$ cat src/rtl/serirq_pkg.sv
package serirq_pkg;

    localparam int CH1_SRC    = 2;
    localparam int SHARED_SRC = 5;

    typedef enum logic [1:0] {
        ST_IDLE = 2'd0,
        ST_KICK = 2'd1,
        ST_SLOT = 2'd2,
        ST_STOP = 2'd3
    } frame_st_t;

    typedef enum logic {
        MODE_CONT  = 1'b0,
        MODE_QUIET = 1'b1
    } sirq_mode_t;

    typedef struct packed {
        logic en;
        logic lvl;
    } pin_drive_t;

    // Slot number of a channel-1 source bit.
    function automatic int ch1_slot(input int idx);
        return (idx == 0) ? 1 : 12;
    endfunction

    // Slot number of a source bit shared by channels 2 and 3.
    function automatic int shared_slot(input int idx);
        case (idx)
            0:       return 2;
            1:       return 6;
            default: return 7 + idx;
        endcase
    endfunction

endpackage

$ cat src/rtl/serirq_req_map.sv
module serirq_req_map
    import serirq_pkg::*;
#(
    parameter int NUM_SLOTS = 17
) (
    input  logic [CH1_SRC-1:0]    ch1_req,
    input  logic [SHARED_SRC-1:0] ch2_req,
    input  logic [SHARED_SRC-1:0] ch3_req,
    output logic [NUM_SLOTS-1:0]  slot_vec
);

    logic [SHARED_SRC-1:0] shared_lvl;

    for (genvar g = 0; g < SHARED_SRC; g++) begin : g_merge
        assign shared_lvl[g] = ch2_req[g] | ch3_req[g];
    end

    for (genvar s = 0; s < NUM_SLOTS; s++) begin : g_slot
        logic hit;
        always_comb begin
            hit = 1'b0;
            for (int i = 0; i < CH1_SRC; i++) begin
                if (ch1_slot(i) == s) hit = hit | ch1_req[i];
            end
            for (int j = 0; j < SHARED_SRC; j++) begin
                if (shared_slot(j) == s) hit = hit | shared_lvl[j];
            end
        end
        assign slot_vec[s] = hit;
    end

endmodule

$ cat src/rtl/serirq_frame_ctl.sv
module serirq_frame_ctl
    import serirq_pkg::*;
#(
    parameter int NUM_SLOTS     = 17,
    parameter int START_MIN     = 4,
    parameter int START_MAX     = 8,
    parameter int STOP_CONT_LEN = 3,
    localparam int SLOT_W       = $clog2(NUM_SLOTS),
    localparam int CNT_W        = $clog2(START_MAX + 2)
) (
    input  logic                 clk,
    input  logic                 rst,
    input  logic                 line_in,
    input  logic [NUM_SLOTS-1:0] req_vec,
    output frame_st_t            state,
    output logic [SLOT_W-1:0]    slot,
    output logic [1:0]           phase,
    output logic [NUM_SLOTS-1:0] snap,
    output sirq_mode_t           mode
);

    localparam logic [CNT_W-1:0]  CNT_MAX = {CNT_W{1'b1}};
    localparam logic [SLOT_W-1:0] LAST_SLOT = SLOT_W'(NUM_SLOTS - 1);

    logic [CNT_W-1:0]     low_cnt;
    logic [NUM_SLOTS-1:0] sent;
    logic                 kicked;
    logic                 start_ok;
    logic                 kick_ok;
    logic [CNT_W-1:0]     low_inc;

    assign low_inc  = (low_cnt == CNT_MAX) ? CNT_MAX : low_cnt + 1'b1;
    assign start_ok = (low_cnt >= CNT_W'(START_MIN)) && (low_cnt <= CNT_W'(START_MAX));
    assign kick_ok  = (mode == MODE_QUIET) && (low_cnt == '0) && !kicked
                      && (req_vec != sent);

    always_ff @(posedge clk) begin
        if (rst) begin
            state   <= ST_IDLE;
            low_cnt <= '0;
            slot    <= '0;
            phase   <= 2'd0;
            snap    <= '0;
            sent    <= '0;
            kicked  <= 1'b0;
            mode    <= MODE_CONT;
        end else begin
            case (state)
                ST_IDLE: begin
                    if (!line_in) begin
                        low_cnt <= low_inc;
                    end else begin
                        low_cnt <= '0;
                        if (start_ok) begin
                            state  <= ST_SLOT;
                            slot   <= '0;
                            phase  <= 2'd0;
                            snap   <= req_vec;
                            sent   <= req_vec;
                            kicked <= 1'b0;
                        end else if (kick_ok) begin
                            state  <= ST_KICK;
                            kicked <= 1'b1;
                        end
                    end
                end
                ST_KICK: begin
                    state   <= ST_IDLE;
                    low_cnt <= line_in ? '0 : CNT_W'(1);
                end
                ST_SLOT: begin
                    if (phase == 2'd2) begin
                        phase <= 2'd0;
                        if (slot == LAST_SLOT) begin
                            state   <= ST_STOP;
                            low_cnt <= '0;
                        end else begin
                            slot <= slot + 1'b1;
                        end
                    end else begin
                        phase <= phase + 2'd1;
                    end
                end
                ST_STOP: begin
                    if (!line_in) begin
                        low_cnt <= low_inc;
                    end else if (low_cnt != '0) begin
                        mode    <= (low_cnt >= CNT_W'(STOP_CONT_LEN)) ? MODE_CONT : MODE_QUIET;
                        state   <= ST_IDLE;
                        low_cnt <= '0;
                    end
                end
                default: state <= ST_IDLE;
            endcase
        end
    end

    // a frame opens only after a legal low run
    assert_start_len_R2: assert property (@(posedge clk) disable iff (rst)
        (state == ST_SLOT && $past(state) == ST_IDLE) |->
            ($past(low_cnt) >= CNT_W'(START_MIN) && $past(low_cnt) <= CNT_W'(START_MAX)));

    // captured vector holds still for the whole frame
    assert_snap_stable_R8: assert property (@(posedge clk) disable iff (rst)
        (state == ST_SLOT && $past(state) == ST_SLOT) |-> $stable(snap));

    // self-start only happens in quiet mode
    assert_cont_no_kick_R11: assert property (@(posedge clk) disable iff (rst)
        (state == ST_KICK) |-> (mode == MODE_QUIET));

    // self-start lasts one clock
    assert_kick_one_clock_R10: assert property (@(posedge clk) disable iff (rst)
        (state == ST_KICK) |=> (state == ST_IDLE));

endmodule

$ cat src/rtl/serirq_slot_drv.sv
module serirq_slot_drv
    import serirq_pkg::*;
#(
    parameter int NUM_SLOTS = 17,
    localparam int SLOT_W   = $clog2(NUM_SLOTS)
) (
    input  frame_st_t            state,
    input  logic [SLOT_W-1:0]    slot,
    input  logic [1:0]           phase,
    input  logic [NUM_SLOTS-1:0] snap,
    output pin_drive_t           drive
);

    logic slot_active;

    assign slot_active = (state == ST_SLOT) && snap[slot];

    always_comb begin
        drive.en  = 1'b0;
        drive.lvl = 1'b0;
        case (state)
            ST_KICK: drive.en = 1'b1;
            ST_SLOT: begin
                drive.en  = slot_active && (phase != 2'd2);
                drive.lvl = (phase == 2'd1);
            end
            default: drive.en = 1'b0;
        endcase
    end

endmodule

$ cat src/rtl/serirq_slave.sv
module serirq_slave
    import serirq_pkg::*;
#(
    parameter int NUM_SLOTS     = 17,
    parameter int START_MIN     = 4,
    parameter int START_MAX     = 8,
    parameter int STOP_CONT_LEN = 3,
    localparam int SLOT_W       = $clog2(NUM_SLOTS)
) (
    input  logic       clk,
    input  logic       rst,
    input  logic       sirq_in,
    input  logic [1:0] ch1_req,
    input  logic [4:0] ch2_req,
    input  logic [4:0] ch3_req,
    output logic       sirq_oe,
    output logic       sirq_out
);

    logic [NUM_SLOTS-1:0] req_vec;
    logic [NUM_SLOTS-1:0] snap;
    frame_st_t            state;
    logic [SLOT_W-1:0]    slot;
    logic [1:0]           phase;
    sirq_mode_t           mode;
    pin_drive_t           drive;

    serirq_req_map #(.NUM_SLOTS(NUM_SLOTS)) u_map (
        .ch1_req  (ch1_req),
        .ch2_req  (ch2_req),
        .ch3_req  (ch3_req),
        .slot_vec (req_vec)
    );

    serirq_frame_ctl #(
        .NUM_SLOTS     (NUM_SLOTS),
        .START_MIN     (START_MIN),
        .START_MAX     (START_MAX),
        .STOP_CONT_LEN (STOP_CONT_LEN)
    ) u_ctl (
        .clk     (clk),
        .rst     (rst),
        .line_in (sirq_in),
        .req_vec (req_vec),
        .state   (state),
        .slot    (slot),
        .phase   (phase),
        .snap    (snap),
        .mode    (mode)
    );

    serirq_slot_drv #(.NUM_SLOTS(NUM_SLOTS)) u_drv (
        .state (state),
        .slot  (slot),
        .phase (phase),
        .snap  (snap),
        .drive (drive)
    );

    assign sirq_oe  = drive.en;
    assign sirq_out = drive.lvl;

    // a low slot clock is followed by a high clock
    assert_low_then_high_R4: assert property (@(posedge clk) disable iff (rst)
        (state == ST_SLOT && sirq_oe && !sirq_out) |=> (sirq_oe && sirq_out));

    // a high clock is followed by release
    assert_high_then_release_R4: assert property (@(posedge clk) disable iff (rst)
        (sirq_oe && sirq_out) |=> !sirq_oe);

    // nothing is driven while the stop pulse is awaited
    assert_stop_quiet_R12: assert property (@(posedge clk) disable iff (rst)
        (state == ST_STOP) |-> !sirq_oe);

    // reset leaves the line released in the next cycle
    assert_reset_release_R1: assert property (@(posedge clk)
        rst |=> !sirq_oe);

endmodule

$ cat config.mk
export PLATFORM = sky130hd
export DESIGN_NAME = serirq_slave
export DESIGN_NICKNAME = d
export VERILOG_FILES = /design/src/rtl/serirq_pkg.sv /design/src/rtl/serirq_req_map.sv /design/src/rtl/serirq_frame_ctl.sv /design/src/rtl/serirq_slot_drv.sv /design/src/rtl/serirq_slave.sv
export SDC_FILE = /design/constraint.sdc
export NUM_CORES = 1
export LEC_CHECK = 0
export CORE_MARGIN = 2
export CORE_UTILIZATION = 30
export CTS_BUF_LIST = sky130_fd_sc_hd__clkbuf_4 sky130_fd_sc_hd__clkbuf_8 sky130_fd_sc_hd__clkbuf_16
export DETAILED_ROUTE_END_ITERATION = 7
export HOLD_SLACK_MARGIN = 0.02
export PLACE_DENSITY = 0.5
export SKIP_LAST_GASP = 1
export SLEW_MARGIN = 40
export SYNTH_ARGS = -nofsm -noshare
export SYNTH_HDL_FRONTEND = slang
export SYNTH_HIERARCHICAL = 1
export SYNTH_SLANG_ARGS = --single-unit
$ cat constraint.sdc
create_clock -name clk -period 1.6 [get_ports clk]
set_input_delay 0.24 -clock clk [delete_from_list [all_inputs] [get_ports clk]]
set_output_delay 0.24 -clock clk [all_outputs]
set_load 0.03 [all_outputs]
# ---- Yosys cells after proc, flatten, opt, wreduce, memory -nomap -nowiden
# Index checks and enable logic that the tools add are counted.
dict set report totals {
  reg_bits 22
  inputBits 15
  wordCells 88
  out_inout_bits 2
}
dict set report classes {
  n_lt_le_gt_ge 4
  n_eq_ne 18
  reduce_logical 19
  addsub 3
  muxes 32
  n_bitwise 5
}
# op n
set op_table {}
lappend op_table {{2-to-1 mux 4 bit} 6}
lappend op_table {{2-to-1 mux 2 bit} 10}
lappend op_table {{2-to-1 mux 5 bit} 4}
lappend op_table {{case mux 4 bit (4 select lines)} 1}
lappend op_table {{AND reduction 3 bit} 5}
lappend op_table {{case mux 5 bit (2 select lines)} 1}
lappend op_table {{inequality test 2 x 1 -> 1 bit (second input constant)} 4}
lappend op_table {{inequality test 2 bit (second input constant)} 4}
lappend op_table {{case mux 2 bit (4 select lines)} 1}
lappend op_table {{inequality test 7 bit} 1}
lappend op_table {{== test 2 bit (second input constant)} 3}
lappend op_table {{logical AND 1 bit} 6}
lappend op_table {{< comparator 5 x 6 -> 1 bit (second input constant)} 1}
lappend op_table {{2-to-1 mux 1 bit} 6}
lappend op_table {{AND reduction 6 bit} 1}
lappend op_table {{adder 5 x 1 -> 5 bit (second input constant)} 1}
lappend op_table {{binary-select mux 1 bit (select 5 bit)} 1}
lappend op_table {{== test 5 bit (second input constant)} 1}
lappend op_table {{bitwise OR 1 bit} 5}
lappend op_table {{AND reduction 5 bit} 1}
lappend op_table {{adder 4 x 1 -> 4 bit (second input constant)} 1}
lappend op_table {{== test 2 x 1 -> 1 bit (second input constant)} 2}
lappend op_table {{== test 4 bit (second input constant)} 1}
lappend op_table {{greater-or-equal comparator 4 x 2 -> 1 bit (second input constant)} 1}
lappend op_table {{12 further kinds} 13}

# ---- Depth between registers and ports, before layout
# Gate-level depths: netlist of the first run.
dict set report logic_depth {
  ltp_word 8
  depth_mapped 8
}

# ---- Hierarchy
# The synthesis of the first run kept the hierarchy.
# mod area_per_inst_um2 instances cells_each
set by_module_without_submodules {}
lappend by_module_without_submodules {serirq_frame_ctl 1819.2 1 205}
lappend by_module_without_submodules {serirq_slot_drv 231.5 1 23}
lappend by_module_without_submodules {serirq_req_map 162.7 1 23}

# ---- Worst setup path before layout of the first run
# Ideal clock, no wire load.
dict set report synth_path {
  kind {flip-flop to output port}
  from {reg u_ctl.slot[1]}
  to {out sirq_oe}
  required_ns 1.360
  path_buffers 0
  path_stages_with_launch 5
  t_arrival_ns 1.650
  slack_ns -0.290
  cell_sequence {dfxtp_1 -> or4b_1 -> o21ai_1 -> a31oi_1 -> a311oi_2}
}
dict set report synth_between {
  elab_chain_cells 5
}
# element line
set synth_rtl {}
lappend synth_rtl {{start, declared} serirq_frame_ctl.sv:16} ;# output logic [SLOT_W-1:0] slot,
lappend synth_rtl {{start signal, assigned} serirq_frame_ctl.sv:78} ;# slot <= slot + 1'b1;
lappend synth_rtl {{binary-select mux 1 bit (select 5 bit)} serirq_slot_drv.sv:16} ;# assign slot_active = (state == ST_SLOT) && snap[slot];
lappend synth_rtl {{2-to-1 mux 1 bit (implied by the code)} serirq_slot_drv.sv:16}
lappend synth_rtl {{logical AND 1 bit} serirq_slot_drv.sv:16}
lappend synth_rtl {{logical AND 1 bit} serirq_slot_drv.sv:24} ;# drive.en = slot_active && (phase != 2'd2);
lappend synth_rtl {{case mux 1 bit (2 select lines)} serirq_slot_drv.sv:21} ;# case (state)
lappend synth_rtl {{end, declared} serirq_slave.sv:16} ;# output logic sirq_oe,
# No other way between the ends. The select of a mux whose other input is x is not followed.

# ---- Worst setup path after layout of the first run
# Ends and elaborated chain as after synthesis.

==> flow_summary.toml, run 1 <==
[timing]
setup_violations = 15
fin_skew_ns = 0.006081
fin_hold_ws_ns = 0.3429
period_minus_slack_ns = 2.100
final_max_slew_viol_count = 0
rsz0062_at_grt = "yes"
max_freq_ghz = 0.4763
final_hold_viol_count = 0
setup_ws_ns = -0.4996
period_share_pct = 131.2

[placed_design]
port_buffers = 16
dp_slack_ns = -0.3735
hpwl_um = 3646
place_congestion = 0.7771

[worst_setup_path]
critPathKind = "register to primary output"
cp_max_fo = 4
path_depth = 5
reg2reg_depth = 8
timing.rr.end = "u_ctl/low_cnt[0]"
setup.worst_path.end_class = "primary output"
crit_path_start_kind = "register"
path_delay_family = "simple AND/OR/NAND/NOR gates"
required_ns = 1.36
reg2reg_slack_ns = -0.17
cp_cell_sequence = "or4b_1, o21ai_1, a31oi_1, a311oi_4, buf_6"
max_stage_delay_ns = 0.53
r2r_start = "u_ctl/slot[1]"
cp_num_buf_inv = 1
slowest_stage = "or4b_1"
critical_path_arrival_ns = 1.86

[logic_synthesis]
netlist_area_mm2 = 0.002213
avgSynthCellArea_um2 = 8.818
synth_cell_types = 57
yosysSeqAreaShare_pct = 28.94
yosys_most_used_dff = "dfxtp_1"
async_flop_share_pct = 0
synth.ff_latch_count = 32
ys_warn_count = 6
synth_edf_count = 0
netlist_instances = 251

[clock_tree]
cts_inserted_buffers = 5
cts_max_path_buffers = 2
clk_pin_slew_ns = 0.07
clock-root-buffer = "clkbuf_8"
clock_latency_ns = 0.29
h-tree-depth = 2
cts_sinks = 32
cts_tree = "done"
cts_hold_buf = 0

[layout]
diodes = 0
syn_to_final_growth_pct = 34.31
num-fill-cells = 758
fin_nets = 332
drive_gt1_share_pct = 33.77
post-route-util_pct = 41.21

[status]
status = "finished with violations"
violations = "setup timing"

[die]
coreArea_mm2 = 0.007214
die_w_um = 89.90
start_util_pct = 30.68
die_y_um = 89.90
pin_count = 17
dieArea_mm2 = 0.008081
row_count = 31

[routing]
drc = 0
via_per_inst = 4.673
firstDrtPassIters = 4
routedWlPerCell_um = 12.60
routed_wl_um = 5129
drt_iter0_markers = 74
vias = 1902
ant_nets = 0

[global_routing]
grt_pass1_vias = 1788
groute.usage.overall_pct = 12.46
grt_max_degree = 19
grt_antenna_before_repair = 0
grt_pass1_wl_um = 8121
grt_overflow = 0

[power_and_ir_drop]
finalPower_w = 0.002584
vdd_ir_drop_max_mv = 0.2786
cellPowerDensity_mw_per_mm2 = 869.2
p_leak_nw = 1.158

[hold_path]
whs_path_depth = 4
whs_endpoint = "u_ctl/sent[9]"
hold_class = "primary input to register"
hold_path_startpoint = "ch2_req[2]"

[run]
maxCapViolations = 0
==> how the worst max path moves through the flow <==
| stage | startpoint | end | slack, ns |
|---|---|---|---|
| after CTS | u_ctl/slot[1] | sirq_oe | -0.54 |
| after floorplan | u_ctl/slot[1] | sirq_oe | -0.12 |
| after detailed placement | ch3_req[4] | u_ctl/state[0] | -0.37 |
| final | u_ctl/slot[1] | sirq_oe | -0.50 |
| after global placement | ch3_req[4] | u_ctl/state[0] | -0.33 |
| after global routing | u_ctl/slot[1] | sirq_oe | -0.56 |
==> layout make-up <==
type	instances	area, um2	area share [%]
Inverter	12	45.04	1.515
Clock buffer	8	97.59	3.283
Tap cell	99	123.9	4.167
Timing Repair Buffer	67	561.8	18.90
Multi-Input combinational cell	189	1493	50.21
Sequential cell	32	651.9	21.93
==> cells by family after synthesis <==
logic type               count (synthesis)  synth area share (%)
adder cells (fa/ha/maj)                 10                 5.653
buffers and inverters                   40                 11.30
multiplexers                            24                 12.94
AND/OR/NAND/NOR                         84                 20.12
XOR/XNOR                                20                 7.914
other                                    1                0.1694
AO/OA/AOI/OAI                           40                 12.95
flip-flops                              32                 28.94
==> power by group <==
group	switching (W)	internal, W	leakage, nW	total (W)
sequential	0.0000339	0.000834	0.262	0.000868
clock	0.000315	0.000385	0.0523	0.000700
combinational	0.000511	0.000505	0.844	0.00102
total	0.000860	0.00172	1.16	0.00258
==> metal layers <==
| metal | vias up | wire (um) | GRT usage, % | share of wire (%) |
|---|---|---|---|---|
| li1 | 964 | - | - | - |
| met5 | - | 0 | 0 | 0 |
| met1 | 896 | 2456 | 15.86 | 48 |
| met2 | 35 | 2369 | 20.20 | 46 |
| met3 | 7 | 225 | 3.185 | 4.4 |
| met4 | 0 | 78 | 5.000 | 1.5 |
==> registers in the layout, indices dropped and copies added (netlist names) <==
register and cells:
u_ctl/slot 5, u_ctl/state 2, u_ctl/phase 2, u_ctl/low_cnt 4
u_ctl/mode 1, u_ctl/sent 17, u_ctl/kicked 1
==> placed cells by master (no fill, tap or decap), types with 3 or more instances in the layout <==
cell,n
buf_4,51
nor2_1,30
dfxtp_1,25
mux2i_1,20
xnor2_1,14
clkdlybuf4s50_1,11
nand2_1,11
a21oi_1,10
conb_1,10
ha_1,8
inv_1,7
clkbuf_8,6
dfxtp_2,6
inv_2,5
nand3_1,5
xor2_1,4
nand4_1,4
or2_1,4
dlymetal6s2s_1,3
o21a_1,3
nor4_2,3
o21ai_1,3
o211ai_1,3
a31oi_1,3
==> worst register-to-register path, delay by kind of cell (launching register included) <==
family	cells	cell delay, ns
simple gates	2	0.58
compound gates	3	0.40
buf+inv	2	0.22
fa+ha+maj	1	0.13
flops	1	0.37
==> synth_stat cells, types with 3 or more instances <==
cell type / count / area share, %
dfxtp_1: 32 / 29
nor2_1: 31 / 5.3
mux2i_1: 20 / 9.0
buf_4: 18 / 6.1
xnor2_1: 15 / 5.9
nand2_1: 13 / 2.2
a21oi_1: 12 / 2.7
inv_1: 11 / 1.9
ha_1: 10 / 5.7
nand3_1: 5 / 1.1
or2_1: 5 / 1.4
xor2_1: 5 / 2.0
a31oi_1: 4 / 1.1
buf_6: 4 / 2.0
clkbuf_1: 4 / 0.68
nand4_1: 4 / 1.1
nor4_1: 4 / 1.1
nor3_1: 3 / 0.68
o211ai_1: 3 / 1.0
o21a_1: 3 / 1.0
o21ai_1: 3 / 0.68
==> per-stage QoR <==
step                      std cells  cell area, um2  setup TNS, ns
after floorplan                 260            2278        -0.1212
after global placement          394            2725         -2.931
final                           407            2973         -1.636
after global routing            407            2973         -3.118
after detailed placement        394            2725         -2.804
after CTS                       404            2869         -1.639
==> repair_timing <==
action	in CTS	in global routing
pin swaps	3	11
setup endpoints to repair	15	18
gates cloned	0	1
resized for setup	9	21
setup buffers	3	2
Power figures use the tool's default switching activity.
==> run 2, diff against run 1 <==
- SETUP_SLACK_MARGIN: unset -> 0.15
- clock period: 1.6 -> 1.7 ns (I/O delays scaled with it)
==> flow_summary.toml, run 2 (synthesized netlist as in run 1, its figures left out) <==
[worst_setup_path]
timing.rr.end = "u_ctl/low_cnt[0]"
slowest_stage = "or4b_1"
setup.worst_path.end_class = "primary output"
reg2reg_slack_ns = -0.12
critPathKind = "register to primary output"
cp_num_buf_inv = 1
r2r_start = "u_ctl/slot[1]"
crit_path_start_kind = "register"
max_stage_delay_ns = 0.54
critical_path_arrival_ns = 1.87
path_delay_family = "simple AND/OR/NAND/NOR gates"
cp_cell_sequence = "or4b_1, o21ai_2, a31oi_2, a311oi_4, buf_6"
required_ns = 1.44
reg2reg_depth = 8
cp_max_fo = 4

[clock_tree]
cts_inserted_buffers = 5
clock_latency_ns = 0.28
h-tree-depth = 2
clock-root-buffer = "clkbuf_8"
cts_tree = "done"
cts_max_path_buffers = 2
cts_hold_buf = 0
clk_pin_slew_ns = 0.08
cts_sinks = 32

[global_routing]
grt_pass1_vias = 1830
grt_max_degree = 23
groute.usage.overall_pct = 12.84
grt_antenna_before_repair = 0
grt_overflow = 0
grt_pass1_wl_um = 8569

[hold_path]
hold_path_startpoint = "ch2_req[1]"
whs_path_depth = 4
hold_class = "primary input to register"
whs_endpoint = "u_ctl/sent[6]"

[timing]
final_max_slew_viol_count = 0
period_share_pct = 125.1
period_minus_slack_ns = 2.127
fin_skew_ns = 0.008934
setup_violations = 5
max_freq_ghz = 0.4701
rsz0062_at_grt = "yes"
setup_ws_ns = -0.4274
final_hold_viol_count = 0

[layout]
multi_input_area_mm2 = 0.001539
num-fill-cells = 755
diodes = 0
max_flop_register = "u_ctl/sent"
ff_latch_area_um2 = 654.4
largest_reg_flops = 17
final_common_cell = "buf_4"
mostFrequentLayoutCells = "buf_4 (39), nor2_1 (30), dfxtp_1 (25)"
drive_gt1_share_pct = 34.21
fin_nets = 328
post-route-util_pct = 42.68
syn_to_final_growth_pct = 39.12
reg_top3 = "u_ctl/sent: 17 flops, u_ctl/slot: 5 flops, u_ctl/low_cnt: 4 flops"

[status]
status = "finished with violations"
violations = "setup timing"

[die]
die_y_um = 89.90
coreArea_mm2 = 0.007214
row_count = 31
die_w_um = 89.90
dieArea_mm2 = 0.008081
pin_count = 17
start_util_pct = 30.68

[power_and_ir_drop]
vdd_ir_drop_max_mv = 0.4125
cellPowerDensity_mw_per_mm2 = 801.2
p_leak_nw = 1.157

[routing]
vias = 1860
ant_nets = 0
via_per_inst = 4.615
drc = 0
firstDrtPassIters = 4
routedWlPerCell_um = 12.90
routed_wl_um = 5200
drt_iter0_markers = 73

[placed_design]
port_buffers = 16
place_congestion = 0.8349
hpwl_um = 3656
dp_slack_ns = -0.3061

[run]
maxCapViolations = 0
-- run 2: cell count changes in the layout (fill, tap and decap cells not counted), sizes merged --
cell	before	now
dlymetal6s2s	3	0
buf	53	50
clkdlybuf4s50	11	6
o211a	2	1
dlygate4sd2	0	8
-- run 2: worst max path at each step --
stage | slack [ns] | start | depth (start not counted) | end
finish | -0.43 | u_ctl/slot[1] | 5 | sirq_oe
global route | -0.46 | u_ctl/slot[1] | 5 | sirq_oe
CTS | -0.42 | u_ctl/slot[1] | 5 | sirq_oe
detailed placement | -0.31 | ch3_req[3] | 8 | u_ctl/state[0]
global placement | -0.32 | ch3_req[4] | 8 | u_ctl/state[0]
floorplan | -0.04 | u_ctl/slot[1] | 4 | sirq_oe
-- run 2: per-stage QoR --
step	hold WS (ns)	area (um2)	total power (W)	setup TNS [ns]	instances
CTS	0.4618	3013	0.002423	-0.6810	402
global route	0.4999	3079	0.002593	-1.398	403
global placement	0.4812	2644	0.001616	-1.118	383
floorplan	0.4343	2292	0.001370	-0.03622	260
detailed placement	0.4940	2644	0.001623	-1.122	383
finish	0.4618	3079	0.002467	-0.7424	403
-- run 2: worst reg2reg max path, cell delays in order, from the launching register on --
cell	delay [ns]
dfxtp_4	0.36
buf_4	0.15
inv_1	0.05
ha_1	0.12
and4bb_2	0.31
a21oi_4	0.10
a31o_4	0.23
or3_1	0.30
a21oi_1	0.12
-- run 2: layout make-up --
type                    instances  area share (%)
multi-input cells             188           49.98
clock buffers                   8           3.169
well taps                      99           4.023
flip-flops and latches         32           21.25
repair buffers                 64           20.03
inverters                      12           1.544
-- run 2: report_power, final --
group / internal, W / leakage, nW / switching, W
combinational: 0.000485 / 0.843 / 0.000497
clock: 0.000363 / 0.0523 / 0.000296
sequential: 0.000787 / 0.262 / 0.0000394
total: 0.00164 / 1.16 / 0.000832
-- run 2: repair_timing --
| action | CTS | global route |
|---|---|---|
| endpoints found under the setup margin | 26 | 33 |
| gates resized for setup | 38 | 14 |
| pin swaps | 24 | 11 |
| setup buffers | 8 | 1 |
| gates cloned | 3 | 0 |
| hold endpoints to repair | 0 | 0 |
-- run 2: layer usage --
metal | vias up | global-route usage (%) | part of all wire (%)
met5 | - | 0 | 0
met4 | 0 | 2.308 | 0.27
met3 | 2 | 2.263 | 2.1
met2 | 19 | 22.10 | 47
met1 | 872 | 17.07 | 51
li1 | 967 | - | -
==> run 3, diff against run 2 <==
- ABC_AREA: unset -> 1
- CTS_CLUSTER_SIZE: unset -> 8
==> flow_summary.toml, run 3 <==
[clock_tree]
clock-root-buffer = "clkbuf_8"
cts_max_path_buffers = 2
cts_sinks = 32
cts_hold_buf = 0
cts_inserted_buffers = 5
clock_latency_ns = 0.28
h-tree-depth = 2
cts_tree = "done"
clk_pin_slew_ns = 0.07

[timing]
max_freq_ghz = 0.5484
rsz0062_at_grt = "yes"
fin_hold_ws_ns = 0.4803
fin_skew_ns = 0.004051
period_share_pct = 107.3
final_max_slew_viol_count = 0
setup_ws_ns = -0.1236
final_hold_viol_count = 0
tns_ns = -0.2497
period_minus_slack_ns = 1.824
setup_violations = 6

[run]
maxCapViolations = 0

[logic_synthesis]
synthTopCellsByCount = "nand2_1 (81), inv_1 (60), nor2_1 (50)"
yosysTopAreaCell = "dfxtp_1"
yosysMostFrequentCell = "nand2_1"
synth_cell_types = 31
yosysTopAreaCellShare_pct = 27.41
ys_warn_count = 6
yosys_most_used_dff = "dfxtp_1"
synth-compound-area-share_pct = 14.40
synth-simple-area-share_pct = 29.87
synth_top_family_by_area = "simple AND/OR/NAND/NOR gates"
netlist_area_mm2 = 0.002337
synth_mux_area_share_pct = 0
netlist_instances = 371
async_flop_share_pct = 0
synthAdderAreaFrac_pct = 5.353
synth_edf_count = 0
avgSynthCellArea_um2 = 6.300
synth.ff_latch_count = 32
synth_xor_area_share_pct = 2.998
synth_area_leaders = "dfxtp_1 (27%), nand2_1 (13%), inv_1 (9.6%)"
yosysSeqAreaShare_pct = 27.41

[worst_setup_path]
cp_num_buf_inv = 3
slowest_stage = "dfxtp_4"
required_ns = 1.44
max_stage_delay_ns = 0.37
path_delay_family = "simple AND/OR/NAND/NOR gates"
crit_path_start_kind = "register"
critical_path_arrival_ns = 1.57
setup.worst_path.end_class = "primary output"
cp_max_fo = 6
cp_cell_sequence = "buf_8, inv_4, nand2_1, nand3_2, nand3_1, nand3_1, nand2_1, nand2_2, a21oi_2, buf_6"
critPathKind = "register to primary output"

[layout]
mostFrequentLayoutCells = "nand2_1 (77), inv_1 (54), nor2_1 (48)"
fin_nets = 443
diodes = 0
max_flop_register = "u_ctl/sent"
final_common_cell = "nand2_1"
syn_to_final_growth_pct = 32.66
largest_reg_flops = 17
reg_top3 = "u_ctl/sent: 17 flops, u_ctl/slot: 5 flops, u_ctl/low_cnt: 4 flops"
drive_gt1_share_pct = 27.64

[routing]
drc = 0
firstDrtPassIters = 4
routed_wl_um = 5845
vias = 2296
drt_iter0_markers = 73
ant_nets = 0
routedWlPerCell_um = 11.28
via_per_inst = 4.432

[die]
start_util_pct = 30.56
pin_count = 17
row_count = 32
coreArea_mm2 = 0.007647
die_y_um = 92.27
die_w_um = 92.27
dieArea_mm2 = 0.008513

[status]
status = "finished with violations"
violations = "setup timing"

[placed_design]
place_congestion = 0.7922
hpwl_um = 3777
port_buffers = 16

[global_routing]
groute.usage.overall_pct = 13.99
grt_max_degree = 15
grt_pass1_vias = 2110
grt_antenna_before_repair = 0
grt_overflow = 0
grt_pass1_wl_um = 9673

[hold_path]
hold_class = "register to register"

[power_and_ir_drop]
finalPower_w = 0.003494
cellPowerDensity_mw_per_mm2 = 1127
vdd_ir_drop_max_mv = 0.3435
p_leak_nw = 1.366
-- run 3: changes by cell type after synthesis, moves of 4 or more --
cell      change
a21oi_1       +6
clkbuf_1      -4
inv_1        +49
inv_2         +8
mux2i_1      -20
nand2_1      +68
nand3_1      +11
nor2_1       +19
nor3_1        +5
nor4_1        -4
o21ai_0      +26
or2_1         -5
xnor2_1       -8
xor2_1        -4
-- run 3: power by group --
part           total [W]  internal [W]  switching, W
Combinational    0.00185      0.000871      0.000978
Sequential       0.00111      0.000930      0.000184
Clock           0.000532      0.000264      0.000268
-- run 3: worst paths after layout --
kind	to	from	cells after the start	slack (ns)
max reg2reg	u_ctl/state[0]	u_ctl/slot[0]	11	-0.06
min reg2reg	u_ctl/kicked	u_ctl/kicked	2	0.48
min	u_ctl/kicked	u_ctl/kicked	2	0.48
max	sirq_oe	u_ctl/slot[0]	10	-0.12
-- run 3: layer usage --
layer  global-route usage, %  share of wire, %  vias to the layer above
met5                       0                 0                        -
met4                   5.473              0.68                        0
met3                   2.219               3.1                        7
met2                   22.18                47                       34
met1                   18.99                49                     1039
li1                        -                 -                     1216
-- run 3: cell type report --
class | instances | area, um2
timing repair buffer | 53 | 525.5
inverter | 70 | 277.8
clock buffer | 5 | 68.82
sequential | 32 | 653.1
multi-input combinational | 255 | 1441
tap | 102 | 127.6
timing repair inverter | 1 | 6.256
fill | 813 | 4547
-- run 3: timing repair --
| action | CTS | global route |
|---|---|---|
| pin swaps | 11 | 18 |
| resized for setup | 37 | 50 |
| hold endpoints to repair | 0 | 0 |
| setup endpoints to repair | 30 | 28 |
| buffers inserted | 11 | 9 |
| cloned | 3 | 3 |
-- run 3: kinds of logic after synthesis --
kind of cell,after synthesis
AND/OR/NAND/NOR,166
buffers and inverters,94
AO/OA/AOI/OAI,60
flip-flops,32
adder cells (fa/ha/maj),10
XOR/XNOR,8
other,1
-- run 3: per-stage QoR --
step           setup slack, ns  util, %  instance area (um2)  cells
2_1_floorplan           0.2131        -                 2371    380
3_3_place_gp           -0.1080    33.49                 2561    487
3_5_place_dp           -0.1357    33.49                 2561    487
4_1_cts                -0.1125    37.14                 2840    506
5_1_grt                -0.2186    40.54                 3100    518
6_report               -0.1236    40.54                 3100    518
-- run 3: worst reg2reg max path, delay by kind of cell, from the launching register on --
kind,cells,cell delay [ns]
buf+inv,3,0.33
flops,1,0.36
compound gates,4,0.52
simple gates,3,0.29
fa+ha+maj,1,0.14
